[src/rtl/cmp_irq_pkg.sv]
package cmp_irq_pkg;
  typedef enum logic [1:0] {
    MODE_TOGGLE = 2'b00,
    MODE_NONE   = 2'b01,
    MODE_FALL   = 2'b10,
    MODE_RISE   = 2'b11
  } evtMode_e;

  typedef struct packed {
    logic wrCtl;
    logic clrFlag;
    logic setFlag;
  } ctlStrobe_t;

  localparam int REG_W    = 8;
  localparam int DIS_BIT  = 7;
  localparam int LIVE_BIT = 5;
  localparam int FLAG_BIT = 4;
  localparam int IE_BIT   = 3;
endpackage

[src/rtl/cmp_irq_control.sv]
module cmp_irq_control
  import cmp_irq_pkg::*;
#(
  parameter int ADDR_W   = 6,
  parameter int REG_ADDR = 8
) (
  input  logic [ADDR_W-1:0] busAddr,
  input  logic              busWrEn,
  input  logic              wrFlagBit,
  input  logic              irqAck,
  input  logic              riseEvt,
  input  logic              fallEvt,
  input  evtMode_e          mode,
  output logic              regSel,
  output ctlStrobe_t        strb
);
  localparam logic [ADDR_W-1:0] SEL_ADDR = ADDR_W'(REG_ADDR);

  logic evtMatch;

  assign regSel = (busAddr == SEL_ADDR);

  always_comb begin
    unique case (mode)
      MODE_TOGGLE: evtMatch = riseEvt | fallEvt;
      MODE_FALL:   evtMatch = fallEvt;
      MODE_RISE:   evtMatch = riseEvt;
      default:     evtMatch = 1'b0;
    endcase
  end

  always_comb begin
    strb.wrCtl   = busWrEn & regSel;
    strb.clrFlag = irqAck | (busWrEn & regSel & wrFlagBit);
    strb.setFlag = evtMatch;
  end
endmodule

[src/rtl/cmp_irq_datapath.sv]
module cmp_irq_datapath
  import cmp_irq_pkg::*;
#(
  parameter int SYNC_STAGES = 2
) (
  input  logic             clk,
  input  logic             rstN,
  input  logic             rawCmp,
  input  ctlStrobe_t       strb,
  input  logic             wrDis,
  input  logic             wrIe,
  input  logic [1:0]       wrMode,
  input  logic             regSel,
  output logic [REG_W-1:0] rdData,
  output evtMode_e         mode,
  output logic             riseEvt,
  output logic             fallEvt,
  output logic             flagQ,
  output logic             ieQ,
  output logic             disQ,
  output logic             liveOut,
  output logic             prevOut
);
  logic [SYNC_STAGES-1:0] syncQ;

  generate
    if (SYNC_STAGES == 1) begin : g_sync1
      always_ff @(posedge clk or negedge rstN)
        if (!rstN) syncQ <= '0;
        else       syncQ <= rawCmp;
    end else begin : g_syncN
      always_ff @(posedge clk or negedge rstN)
        if (!rstN) syncQ <= '0;
        else       syncQ <= {syncQ[SYNC_STAGES-2:0], rawCmp};
    end
  endgenerate

  assign liveOut = syncQ[SYNC_STAGES-1] & ~disQ;
  assign riseEvt = liveOut & ~prevOut;
  assign fallEvt = ~liveOut & prevOut;

  always_ff @(posedge clk or negedge rstN) begin
    if (!rstN) begin
      prevOut <= 1'b0;
      disQ    <= 1'b0;
      ieQ     <= 1'b0;
      mode    <= MODE_TOGGLE;
    end else begin
      prevOut <= liveOut;
      if (strb.wrCtl) begin
        disQ <= wrDis;
        ieQ  <= wrIe;
        mode <= evtMode_e'(wrMode);
      end
    end
  end

  always_ff @(posedge clk or negedge rstN) begin
    if (!rstN)              flagQ <= 1'b0;
    else if (strb.setFlag)  flagQ <= 1'b1;
    else if (strb.clrFlag)  flagQ <= 1'b0;
  end

  assign rdData = regSel ? {disQ, 1'b0, liveOut, flagQ, ieQ, 1'b0, mode} : '0;
endmodule

[src/rtl/cmp_edge_irq.sv]
module cmp_edge_irq
  import cmp_irq_pkg::*;
#(
  parameter int ADDR_W      = 6,
  parameter int REG_ADDR    = 8,
  parameter int SYNC_STAGES = 2
) (
  input  logic              clk,
  input  logic              rstN,
  input  logic              rawCmp,
  input  logic [ADDR_W-1:0] busAddr,
  input  logic              busWrEn,
  input  logic [7:0]        busWrData,
  output logic [7:0]        busRdData,
  input  logic              globalIrqEn,
  input  logic              irqAck,
  output logic              irqReq,
  output logic              cmpPowerDown
);
  ctlStrobe_t strb;
  evtMode_e   mode;
  logic regSel, riseEvt, fallEvt, flagQ, ieQ, disQ, liveOut, prevOut;
  logic unusedWrBits;

  assign unusedWrBits = ^{busWrData[6:5], busWrData[2]};

  cmp_irq_control #(.ADDR_W(ADDR_W), .REG_ADDR(REG_ADDR)) u_ctl (
    .busAddr(busAddr), .busWrEn(busWrEn), .wrFlagBit(busWrData[FLAG_BIT]),
    .irqAck(irqAck), .riseEvt(riseEvt), .fallEvt(fallEvt), .mode(mode),
    .regSel(regSel), .strb(strb)
  );

  cmp_irq_datapath #(.SYNC_STAGES(SYNC_STAGES)) u_dp (
    .clk(clk), .rstN(rstN), .rawCmp(rawCmp), .strb(strb),
    .wrDis(busWrData[DIS_BIT]), .wrIe(busWrData[IE_BIT]), .wrMode(busWrData[1:0]),
    .regSel(regSel), .rdData(busRdData), .mode(mode),
    .riseEvt(riseEvt), .fallEvt(fallEvt), .flagQ(flagQ), .ieQ(ieQ),
    .disQ(disQ), .liveOut(liveOut), .prevOut(prevOut)
  );

  assign irqReq       = flagQ & ieQ & globalIrqEn;
  assign cmpPowerDown = disQ;
endmodule

[config.mk]
export PLATFORM = sky130hd
export DESIGN_NAME = cmp_edge_irq
export DESIGN_NICKNAME = d
export VERILOG_FILES = /design/src/rtl/cmp_irq_pkg.sv /design/src/rtl/cmp_irq_control.sv /design/src/rtl/cmp_irq_datapath.sv /design/src/rtl/cmp_edge_irq.sv
export SDC_FILE = /design/constraint.sdc
export NUM_CORES = 1
export LEC_CHECK = 0
export BUFFER_PORTS_ARGS = -buffer_cell sky130_fd_sc_hd__buf_2
export CORE_AREA = 4 4 41 43
export CTS_CLUSTER_SIZE = 40
export DETAILED_ROUTE_END_ITERATION = 10
export DIE_AREA = 0 0 45 47
export GPL_TIMING_DRIVEN = 0
export PLACE_DENSITY = 0.75
export SLEW_MARGIN = 30
export SYNTH_ARGS = -nofsm -noshare
export SYNTH_HDL_FRONTEND = slang
export SYNTH_SLANG_ARGS = --single-unit
[constraint.sdc]
create_clock -name clk -period 1.1 [get_ports clk]
set_input_delay 0.11 -clock clk [delete_from_list [all_inputs] [get_ports clk]]
set_output_delay 0.11 -clock clk [all_outputs]
set_load 0.005 [all_outputs]
==> results.md <==
* Failing checks: negative setup slack
* RSZ-0062 raised after global routing: true
* Clock tree buffer depth at 2
* Top post-synthesis cells by area: dfrtp_1, mux2_2, and2_1
* Row cnt at 13
* Setup CP Type: in -> out
* Max-slew violation count at 0
* Clk_lat worst skew at about 0.25 ns
* CP Capture Type: primary output
* Final Cell Area at about 720 um2
* Clock sinks at 8
* CORE AREA at 0.001301 mm2
* Pin count of the biggest net entering global routing at 9
* Count leader, synth: dfrtp_1
* Critical Path Max Stage Delay at approximately 0.56 ns
* First-pass GRT wire length at between 1500 and 2000 um
* Antenna violations before repair at 0
* Initial Util at 0.3375
* Number of vias per cell at 4.700
* CP top delay family: simple AND/OR/NAND/NOR gates
* Synth-to-layout area growth at 63.82%
* Outcome: finished with violations
* Mapped Cells at 40
* Final Hold Fails at 0
* CTS Buf Count at 3
* Fmax at ~740 MHz
* Final #Nets at a little under 100
* Starting DRC count in detailed routing at 4
* Synthesized flop and latch total at 8
* Post-Syn Area at ~440 um2
* Fillers at 124
* Fin crit share at 1.226
* Core Util, Final at 0.5529
* Crit path buffers/inverters at 2
* TritonCTS clock tree: yes
* Number of max-cap violations at 0
* Total GRT Usage at 0.1089
* Die H at about 47 um
* Hold Path Depth at 2
* Type of origin of the critical path: input pin
* Top post-synthesis cells by count: dfrtp_1, and2_1, mux2_2, inv_1
* Setup total negative slack at -1.515 ns
* Reg2reg start: u_dp.disQ$_DFFE_PN0P_
* Reg clk slew, reported paths at ~0.05 ns
* FF-to-FF setup slack at -0.10 ns
* Die X at 45 um
* Setup Viol. Count Final at 11
* DR pass1 iterations at 2
* Total grt overflow at 0
* Arrival @ worst endpoint at 1.24 ns
* Final WL at about 1200 um
* Synth Area per Inst at ~11 um2
* Root Driver: clkbuf_4
* VDD IR-drop max at approximately 650 uV
* Finished Layout Cells at 90
* Post-DRT Antenna Nets at 0
* Layout cells sized above 1 at 0.6267
* Slowest-stage cell, CP: or4b_4
* Global placer's final weighted congestion at just under 0.7
* Layout Skew at approximately 0.004 ns
* Antenna diodes at 0
* Post-Place Cells at 80
* Register-to-Register Path Depth at 4
* Worst hold start: busWrData[7]
* HP Class: in -> reg
* Reg-to-reg endpoint: u_dp.flagQ$_DFFE_PN0P_
* Sequential area share after synthesis at 0.4558
* Vias in the first global route at between 300 and 400
* Fin crit period at roughly 1.3 ns
* Synth warnings at 0
* Port bufs at 24
* PwrDens at 1084 mW/mm2
* Cell accounting for the most synthesized area: dfrtp_1
* Yosys cell types at 19
* Final worst slack at -0.2491 ns
* Wirelength per Cell at between 10 and 15 um
* Leakage at around 0.38 nW
* Hold Path Sink: u_dp.disQ$_DFFE_PN0P_
* DRC viols at 0
* Die area at ~0.0021 mm2
* Top_reg_cell synth: dfrtp_1
* Crit Path Max Fanout at 3
* Final Power at 0.0007797 W
* Share of flip-flops with an asynchronous set or reset at 1.000
* Depth of the CTS H-tree at 1
* EDFF count, synth at 0
* Routed vias at around 420
* Crit path cell chain: buf_6 -> or4b_4 -> nor4_1 -> buf_2
* Post-DP Area at 601.8 um2
* Post-synth top area share at 0.4558
* # IOs at 30
* Req. time, crit path at around 1 ns
-- what timing repair did --
action	in CTS	in global routing
pin swaps	3	5
cloned	0	0
buffers inserted	3	2
setup endpoints to repair	7	7
hold buffers	2	0
hold endpoints to repair	9	0
resized for setup	5	4
-- sequential cells by signal (all words and copies together) (netlist names) --
| register | count |
|---|---|
| u_dp.syncQ | 2 |
| u_dp.ieQ | 1 |
| u_dp.prevOut | 1 |
| u_dp.mode | 2 |
| u_dp.flagQ | 1 |
| u_dp.disQ | 1 |
-- cells by family after synthesis --
group / synth area share
AOI/OAI and AO/OA: 0.05412
other: 0.008539
muxes: 0.1026
adders and majority gates: 0.05697
DFF: 0.4558
and+or+nand+nor: 0.2621
buffers and inverters: 0.05982
-- cells in the final DEF (no fill, tap or decap), drive strengths merged, types with 3 or more instances in the layout --
cell	instances
inv	3
mux2	4
and2	4
dfrtp	8
clkbuf	3
buf	31
-- layout make-up --
class,instances,area [um2],area share
flip-flops and latches,8,200.2,0.2783
plain buffers,2,15.01,0.02087
inverters,3,11.26,0.01565
well taps,15,18.77,0.02609
clock buffers,3,22.52,0.03130
repair buffers,31,200.2,0.2783
multi-input cells,28,251.5,0.3496
-- routing by layer --
| layer | part of all wire | global-route usage |
|---|---|---|
| met1 | 0.38 | 0.1348 |
| met2 | 0.52 | 0.1695 |
| met3 | 0.094 | 0.03831 |
| met4 | 0.0076 | 0.05263 |
| met5 | 0 | 0 |
-- through the flow --
stage               setup WS [ns]  hold slack (ns)
detailed placement        -0.3017         -0.04157
global route              -0.2731          0.07953
CTS                       -0.2258          0.08682
global placement          -0.2839         -0.04551
floorplan                 -0.1051          -0.1856
finish                    -0.2491          0.09266
-- where the power goes --
group	total, W	internal, W	switching, W
Sequential	0.000358	0.000332	0.0000257
Clock	0.000215	0.000124	0.0000912
Combinational	0.000206	0.000126	0.0000798
-- worst max path at each step --
stage                           from                      to  slack (ns)  depth (start not counted)
5_1_grt                   busAddr[5]            busRdData[3]       -0.27                          5
3_5_place_dp              busAddr[5]            busRdData[4]       -0.30                          5
3_3_place_gp              busAddr[5]            busRdData[1]       -0.28                          5
2_1_floorplan  u_dp.disQ$_DFFE_PN0P_  u_dp.flagQ$_DFFE_PN0P_       -0.11                          4
6_report                  busAddr[5]            busRdData[0]       -0.25                          4
4_1_cts                   busAddr[5]            busRdData[4]       -0.23                          5
No activity file was read; power rests on OpenSTA's default activity.
